--- config.mk ---
export PLATFORM = sky130hd
export DESIGN_NAME = virq_arbiter
export DESIGN_NICKNAME = d
export VERILOG_FILES = /design/src/rtl/virq_pkg.sv /design/src/rtl/virq_regs.sv /design/src/rtl/virq_qual.sv /design/src/rtl/virq_hs.sv /design/src/rtl/virq_arbiter.sv
export SDC_FILE = /design/constraint.sdc
export NUM_CORES = 1
export LEC_CHECK = 0
export BUFFER_PORTS_ARGS = -buffer_cell sky130_fd_sc_hd__buf_2
export CAP_MARGIN = 10
export CORE_ASPECT_RATIO = 1.5
export CORE_MARGIN = 2
export CORE_UTILIZATION = 60
export DETAILED_ROUTE_END_ITERATION = 7
export GPL_TIMING_DRIVEN = 0
export PLACE_DENSITY = 0.85
export REMOVE_ABC_BUFFERS = 1
export SETUP_SLACK_MARGIN = 0.2
export SLEW_MARGIN = 30
export SYNTH_ARGS = -nofsm -noshare
export SYNTH_HDL_FRONTEND = slang
export SYNTH_SLANG_ARGS = --single-unit
export TNS_END_PERCENT = 100
--- constraint.sdc ---
create_clock -name clk -period 3.6 [get_ports clk]
set_input_delay 0.36 -clock clk [delete_from_list [all_inputs] [get_ports clk]]
set_output_delay 0.36 -clock clk [all_outputs]
set_load 0.005 [all_outputs]
--- src/rtl/virq_pkg.sv ---
package virq_pkg;
  localparam int NCH      = 2;
  localparam int NREG     = 4;
  localparam int CTL_EN   = 0;
  localparam int CTL_ROT  = 1;

  typedef enum logic [1:0] {
    REG_MASK = 2'd0,
    REG_VEC0 = 2'd1,
    REG_VEC1 = 2'd2,
    REG_CTL  = 2'd3
  } reg_sel_e;

  typedef enum logic {
    HS_IDLE  = 1'b0,
    HS_GRANT = 1'b1
  } hs_state_e;
endpackage

--- src/rtl/virq_regs.sv ---
module virq_regs
  import virq_pkg::*;
#(
  parameter int DATA_W = 8
) (
  input  logic                          clk,
  input  logic                          rst_n,
  input  logic                          wr_i,
  input  logic                          rd_i,
  input  logic [1:0]                    addr_i,
  input  logic [DATA_W-1:0]             wdata_i,
  output logic [DATA_W-1:0]             rdata_o,
  output logic [NCH-1:0]                mask_o,
  output logic [NCH-1:0][DATA_W-1:0]    vec_tab_o,
  output logic                          en_o,
  output logic                          rot_o
);
  logic [DATA_W-1:0] reg_q [NREG];
  logic [DATA_W-1:0] reg_d [NREG];
  logic [DATA_W-1:0] rdata_q, rdata_d;

  always_comb begin
    for (int i = 0; i < NREG; i++) reg_d[i] = reg_q[i];
    if (wr_i) reg_d[addr_i] = wdata_i;
  end

  always_comb begin
    rdata_d = rdata_q;
    if (rd_i) rdata_d = reg_q[addr_i];
  end

  always_ff @(posedge clk or negedge rst_n) begin
    if (!rst_n) begin
      for (int i = 0; i < NREG; i++) reg_q[i] <= '0;
      rdata_q <= '0;
    end else begin
      for (int i = 0; i < NREG; i++) reg_q[i] <= reg_d[i];
      rdata_q <= rdata_d;
    end
  end

  assign rdata_o      = rdata_q;
  assign mask_o       = reg_q[REG_MASK][NCH-1:0];
  assign vec_tab_o[0] = reg_q[REG_VEC0];
  assign vec_tab_o[1] = reg_q[REG_VEC1];
  assign en_o         = reg_q[REG_CTL][CTL_EN];
  assign rot_o        = reg_q[REG_CTL][CTL_ROT];

  p_rd_latency_r2: assert property (@(posedge clk) disable iff (!rst_n)
    (rd_i && addr_i == REG_MASK) |=> (rdata_o == $past(reg_q[REG_MASK])));
  p_rd_hold_r2: assert property (@(posedge clk) disable iff (!rst_n)
    !rd_i |=> $stable(rdata_o));
endmodule

--- src/rtl/virq_qual.sv ---
module virq_qual (
  input  logic clk,
  input  logic rst_n,
  input  logic req_i,
  input  logic allow_i,
  input  logic grant_i,
  output logic live_o
);
  logic armed_q, armed_d;

  always_comb begin
    armed_d = armed_q;
    if (!req_i)       armed_d = 1'b1;
    else if (grant_i) armed_d = 1'b0;
  end

  always_ff @(posedge clk or negedge rst_n) begin
    if (!rst_n) armed_q <= 1'b1;
    else        armed_q <= armed_d;
  end

  assign live_o = req_i & armed_q & allow_i;

  p_no_regrant_r8: assert property (@(posedge clk) disable iff (!rst_n)
    grant_i |=> (!req_i || !live_o));
endmodule

--- src/rtl/virq_hs.sv ---
module virq_hs
  import virq_pkg::*;
#(
  parameter int DATA_W = 8
) (
  input  logic                        clk,
  input  logic                        rst_n,
  input  logic                        take_i,
  input  logic [NCH-1:0]              live_i,
  input  logic                        rot_i,
  input  logic [NCH-1:0][DATA_W-1:0]  vec_tab_i,
  output logic [NCH-1:0]              grant_o,
  output logic [NCH-1:0]              ack_o,
  output logic [DATA_W-1:0]           vec_o,
  output logic                        vld_o
);
  hs_state_e          state_q, state_d;
  logic [NCH-1:0]     ack_q, ack_d;
  logic [DATA_W-1:0]  vec_q, vec_d;
  logic               last_q, last_d;
  logic [NCH-1:0]     pick;

  // Tie-break: fixed favours channel 0; rotating favours the one not served last.
  always_comb begin
    pick = live_i;
    if (live_i == 2'b11) begin
      if (rot_i && !last_q) pick = 2'b10;
      else                  pick = 2'b01;
    end
  end

  always_comb begin
    state_d = state_q;
    ack_d   = ack_q;
    vec_d   = vec_q;
    last_d  = last_q;
    grant_o = '0;
    case (state_q)
      HS_IDLE: begin
        if (take_i && (|live_i)) begin
          state_d = HS_GRANT;
          grant_o = pick;
          ack_d   = pick;
          vec_d   = pick[1] ? vec_tab_i[1] : vec_tab_i[0];
          last_d  = pick[1];
        end
      end
      HS_GRANT: begin
        if (!take_i) begin
          state_d = HS_IDLE;
          ack_d   = '0;
        end
      end
      default: state_d = HS_IDLE;
    endcase
  end

  always_ff @(posedge clk or negedge rst_n) begin
    if (!rst_n) begin
      state_q <= HS_IDLE;
      ack_q   <= '0;
      vec_q   <= '0;
      last_q  <= 1'b1;
    end else begin
      state_q <= state_d;
      ack_q   <= ack_d;
      vec_q   <= vec_d;
      last_q  <= last_d;
    end
  end

  assign ack_o = ack_q;
  assign vec_o = vec_q;
  assign vld_o = (state_q == HS_GRANT);

  p_ack_onehot_r4: assert property (@(posedge clk) disable iff (!rst_n)
    $onehot0(ack_o));
  p_ack_release_r4: assert property (@(posedge clk) disable iff (!rst_n)
    ((|ack_o) && !take_i) |=> (ack_o == '0));
  p_ack_cause_r9: assert property (@(posedge clk) disable iff (!rst_n)
    $rose(|ack_o) |-> $past(take_i && (|live_i)));
  p_fixed_win_r5: assert property (@(posedge clk) disable iff (!rst_n)
    (state_q == HS_IDLE && take_i && live_i == 2'b11 && !rot_i) |=> (ack_o == 2'b01));
  p_vld_match_r7: assert property (@(posedge clk) disable iff (!rst_n)
    vld_o == (|ack_o));
endmodule

--- src/rtl/virq_arbiter.sv ---
module virq_arbiter
  import virq_pkg::*;
#(
  parameter int DATA_W = 8
) (
  input  logic              clk,
  input  logic              rst_n,
  input  logic              cfg_wr,
  input  logic              cfg_rd,
  input  logic [1:0]        cfg_addr,
  input  logic [DATA_W-1:0] cfg_wdata,
  output logic [DATA_W-1:0] cfg_rdata,
  input  logic [1:0]        irq_req,
  output logic              irq_out,
  input  logic              irq_take,
  output logic [1:0]        irq_ack,
  output logic [DATA_W-1:0] vec_out,
  output logic              vec_vld
);
  logic [1:0] rst_sync_q;
  logic       rst_n_int;

  always_ff @(posedge clk or negedge rst_n) begin
    if (!rst_n) rst_sync_q <= 2'b00;
    else        rst_sync_q <= {rst_sync_q[0], 1'b1};
  end
  assign rst_n_int = rst_sync_q[1];

  logic [NCH-1:0]             mask;
  logic [NCH-1:0][DATA_W-1:0] vec_tab;
  logic                       en, rot;
  logic [NCH-1:0]             live, grant;

  virq_regs #(.DATA_W(DATA_W)) u_regs (
    .clk(clk), .rst_n(rst_n_int),
    .wr_i(cfg_wr), .rd_i(cfg_rd), .addr_i(cfg_addr), .wdata_i(cfg_wdata),
    .rdata_o(cfg_rdata), .mask_o(mask), .vec_tab_o(vec_tab),
    .en_o(en), .rot_o(rot)
  );

  for (genvar g = 0; g < NCH; g++) begin : g_ch
    virq_qual u_qual (
      .clk(clk), .rst_n(rst_n_int),
      .req_i(irq_req[g]), .allow_i(mask[g] & en),
      .grant_i(grant[g]), .live_o(live[g])
    );
  end

  virq_hs #(.DATA_W(DATA_W)) u_hs (
    .clk(clk), .rst_n(rst_n_int),
    .take_i(irq_take), .live_i(live), .rot_i(rot), .vec_tab_i(vec_tab),
    .grant_o(grant), .ack_o(irq_ack), .vec_o(vec_out), .vld_o(vec_vld)
  );

  assign irq_out = |live;

  p_int_gate_r3: assert property (@(posedge clk) disable iff (!rst_n_int)
    !en |-> !irq_out);
  p_ack_requested_r4: assert property (@(posedge clk) disable iff (!rst_n_int)
    $rose(irq_ack[0]) |-> $past(irq_req[0]));
endmodule

==> impl_metrics.yaml <==
yosys:
  synthArstFlopShare: 1.000
  ys_warn_count: 0
  syn_area_um2: 2450
  synth_seq_cells: 56
  synth.avg_cell_area_um2: 15.41
  ys_types: 31
  seq_area_frac_synth: 0.5735
  ys.flop_type: "dfrtp_1"
  synth_edf_count: 0
  netlist_instances: 159
routing:
  vias: 1464
  drt_iter0_drc: 36
  ant_nets: 0
  wl_um: 4542
  wire_per_inst_um: 18.61
  dr.pass1.iters: 4
  drcViolationCount: 0
  via_per_inst: 6.000
sta:
  grt_setup_unrepaired: "no"
  fmax_mhz: 521.5
  max_slew_margin: 0.4868
  fin_crit_sh: 0.5326
  finalMaxSlewViolations: 0
  finalSetupTns_ps: 0
  fin_worst_skew_ps: 12.00
  worstMarginPinSlew_ps: 769.7
  setup_violations: 0
  hold_violations: 0
  period_minus_slack_ps: 1918
clock_tree:
  clock_latency_ps: 300
  htree_levels: 2
  clockRootBuffer: "clkbuf_8"
  ctsLongestPathBuffers: 2
  cts.sink_count: 56
  cts_tree: "built"
  path_clk_slew_ps: 100
  cts_buffers: 5
  post_cts_buffers: 0
global_routing:
  grt_pass1_wl_um: 7341
  antenna_found_initial: 0
  grt_max_degree: 55
  grt-ovfl-total: 0
  track_usage: 0.2179
  grt_pass1_vias: 1504
setup_path:
  cp.depth: 4
  crit_family: "compound AO/OA/AOI/OAI gates"
  reg2reg_setup_slack_ps: 1680
  reg2reg_depth: 4
  critPathLaunch: "g_ch[0].u_qual.armed_q"
  critPathArrivalTime_ps: 2080
  cp_slowest_stage_delay_ps: 670
  reg2reg_from: "g_ch[0].u_qual.armed_q"
  critPathLaunchType: "flip-flop"
  end_kind: "flip-flop"
  reg2reg_to: "u_hs.vec_o[4]"
  crit_chain: "nand4_2 > o21ai_2 > mux2i_1 > a21oi_1"
  critical_path_required_ps: 3760
  cp_max_fo: 10
  critPathBufInv: 0
  worstSetupPathType: "reg -> reg"
  cp_slowest_cell: "o21ai_2"
floorplan:
  ios: 37
  dieArea_um2: 4621
  num_rows: 28
  start_util: 0.6244
  die_y_um: 82.26
  core_um2: 3924
  die_w_um: 56.18
cells_and_area:
  finalNetCount: 215
  area_growth_pct: 13.94
  n_antenna_cell: 0
  final_common_cell: "dfrtp_1"
  layout_common_cells: "dfrtp_1 (52), buf_2 (36), mux2_2 (34)"
  layout-drive-gt1-share: 0.5075
power:
  p_comb_frac: 0.225
  total_power_mw: 1.722
  pwr-share-seq: 0.522
  clkPwrFrac: 0.253
  p_switching_mw: 0.4528
  cellPowerDensity_nw_per_um2: 616.8
  power_switching_share: 0.2630
  internal_power_mw: 1.269
  max-vdd-ir-drop_v: 0.0004838
  leakagePower_nw: 1.292
placement:
  place.gp.congestion: 0.7625
  hpwl_um: 3112
  portBuffers: 36
run:
  max_cap_violations: 0
worst_hold_path:
  min_to: "g_ch[0].u_qual.armed_q"
  hp-class: "in -> reg"
  min_path_cells: 2
  min_from: "irq_req[0]"
status:
  status: "finished clean"
==> power by group through the flow <==
stage	Combinational (mW)	Clock [mW]	Sequential, mW
after floorplan	0.235	0	0.894
after global placement	0.375	0	0.894
after detailed placement	0.391	0	0.909
after CTS	0.393	0.445	0.897
after global routing	0.423	0.469	0.920
final	0.387	0.436	0.898
==> cells by family (layout without fill, tap and decap cells) <==
kind of cell | count (synthesis) | count (layout) | share of synthesized area
AND/OR/NAND/NOR | 21 | 21 | 0.05567
buffers and inverters | 7 | 47 | 0.01890
multiplexers | 56 | 56 | 0.3024
other | 1 | 1 | 0.001531
AO/OA/AOI/OAI | 18 | 18 | 0.04801
flip-flops | 56 | 56 | 0.5735
==> area by class of cell <==
cell class	count	area (um2)
inverters	2	7.507
well taps	45	56.30
flip-flops and latches	56	1409
clock buffers	7	96.34
multi-input cells	96	1002
repair buffers	37	190.2
clock inverters	1	30.03
fillers	270	1132
==> worst register-to-register path: stages, from the launching register on <==
cell and delay [ps]:
dfstp_2 560, nand4_2 180, o21ai_2 670, mux2i_1 280, a21oi_1 90
==> sequential cells by signal, summed over array words and instances (netlist names) <==
| register | count |
|---|---|
| u_hs.last_q | 1 |
| u_hs.ack_o | 2 |
| u_regs.vec_tab_o | 16 |
| rst_sync_q | 2 |
| u_regs.reg_q | 12 |
| u_hs.vec_o | 8 |
| g_ch.u_qual.armed_q | 2 |
| u_regs.rot_o | 1 |
| u_regs.en_o | 1 |
| u_hs.vld_o | 1 |
| u_regs.mask_o | 2 |
| u_regs.rdata_o | 8 |
==> cells in the mapped netlist (2+ instances only) <==
cell type   n  share of area
a21oi_1     8          0.016
mux4_2      6          0.055
dfrtp_1    53           0.54
nand3b_2    2         0.0092
mux2_4      6          0.037
o21a_1      2         0.0061
buf_6       2         0.0092
nor2_1      8          0.012
mux4_1      2          0.021
o21ai_0     3         0.0061
nand2_1     4         0.0061
inv_1       2         0.0031
mux2i_1     8          0.033
dfstp_2     3          0.032
mux2_2     34           0.16
==> routing by layer <==
layer  vias to the layer above  part of all wire  track usage
li1                        664                 -            -
met3                        13             0.039      0.03738
met4                         0             0.034       0.1405
met5                         -                 0            0
met2                        39              0.52       0.3706
met1                       748              0.41       0.2572
==> per-stage QoR <==
| stage | util | hold WS, ps | cells | instance area [um2] | setup slack, ps |
|---|---|---|---|---|---|
| floorplan | - | 64.41 | 154 | 2411 | 1786 |
| global placement | 0.6747 | 143.9 | 235 | 2648 | 1410 |
| detailed placement | 0.6767 | 147.0 | 235 | 2655 | 1716 |
| CTS | 0.7114 | 193.7 | 244 | 2791 | 1697 |
| global route | 0.7114 | 183.0 | 244 | 2791 | 1577 |
| finish | 0.7114 | 205.3 | 244 | 2791 | 1682 |
==> worst max-delay path by stage <==
stage | end | slack (ps)
floorplan | u_hs.ack_o[1] | 1790
global placement | u_hs.vec_o[4] | 1410
detailed placement | u_hs.vec_o[4] | 1720
CTS | u_hs.vec_o[4] | 1700
global route | u_hs.vec_o[2] | 1580
finish | u_hs.vec_o[4] | 1680
==> repair_timing <==
item | in CTS | in global routing
resized for setup | 0 | 0
setup endpoints to repair | 0 | 0
hold endpoints to repair | 2 | 0
hold buffers | 1 | 0
(Power assumes the default switching activity.)
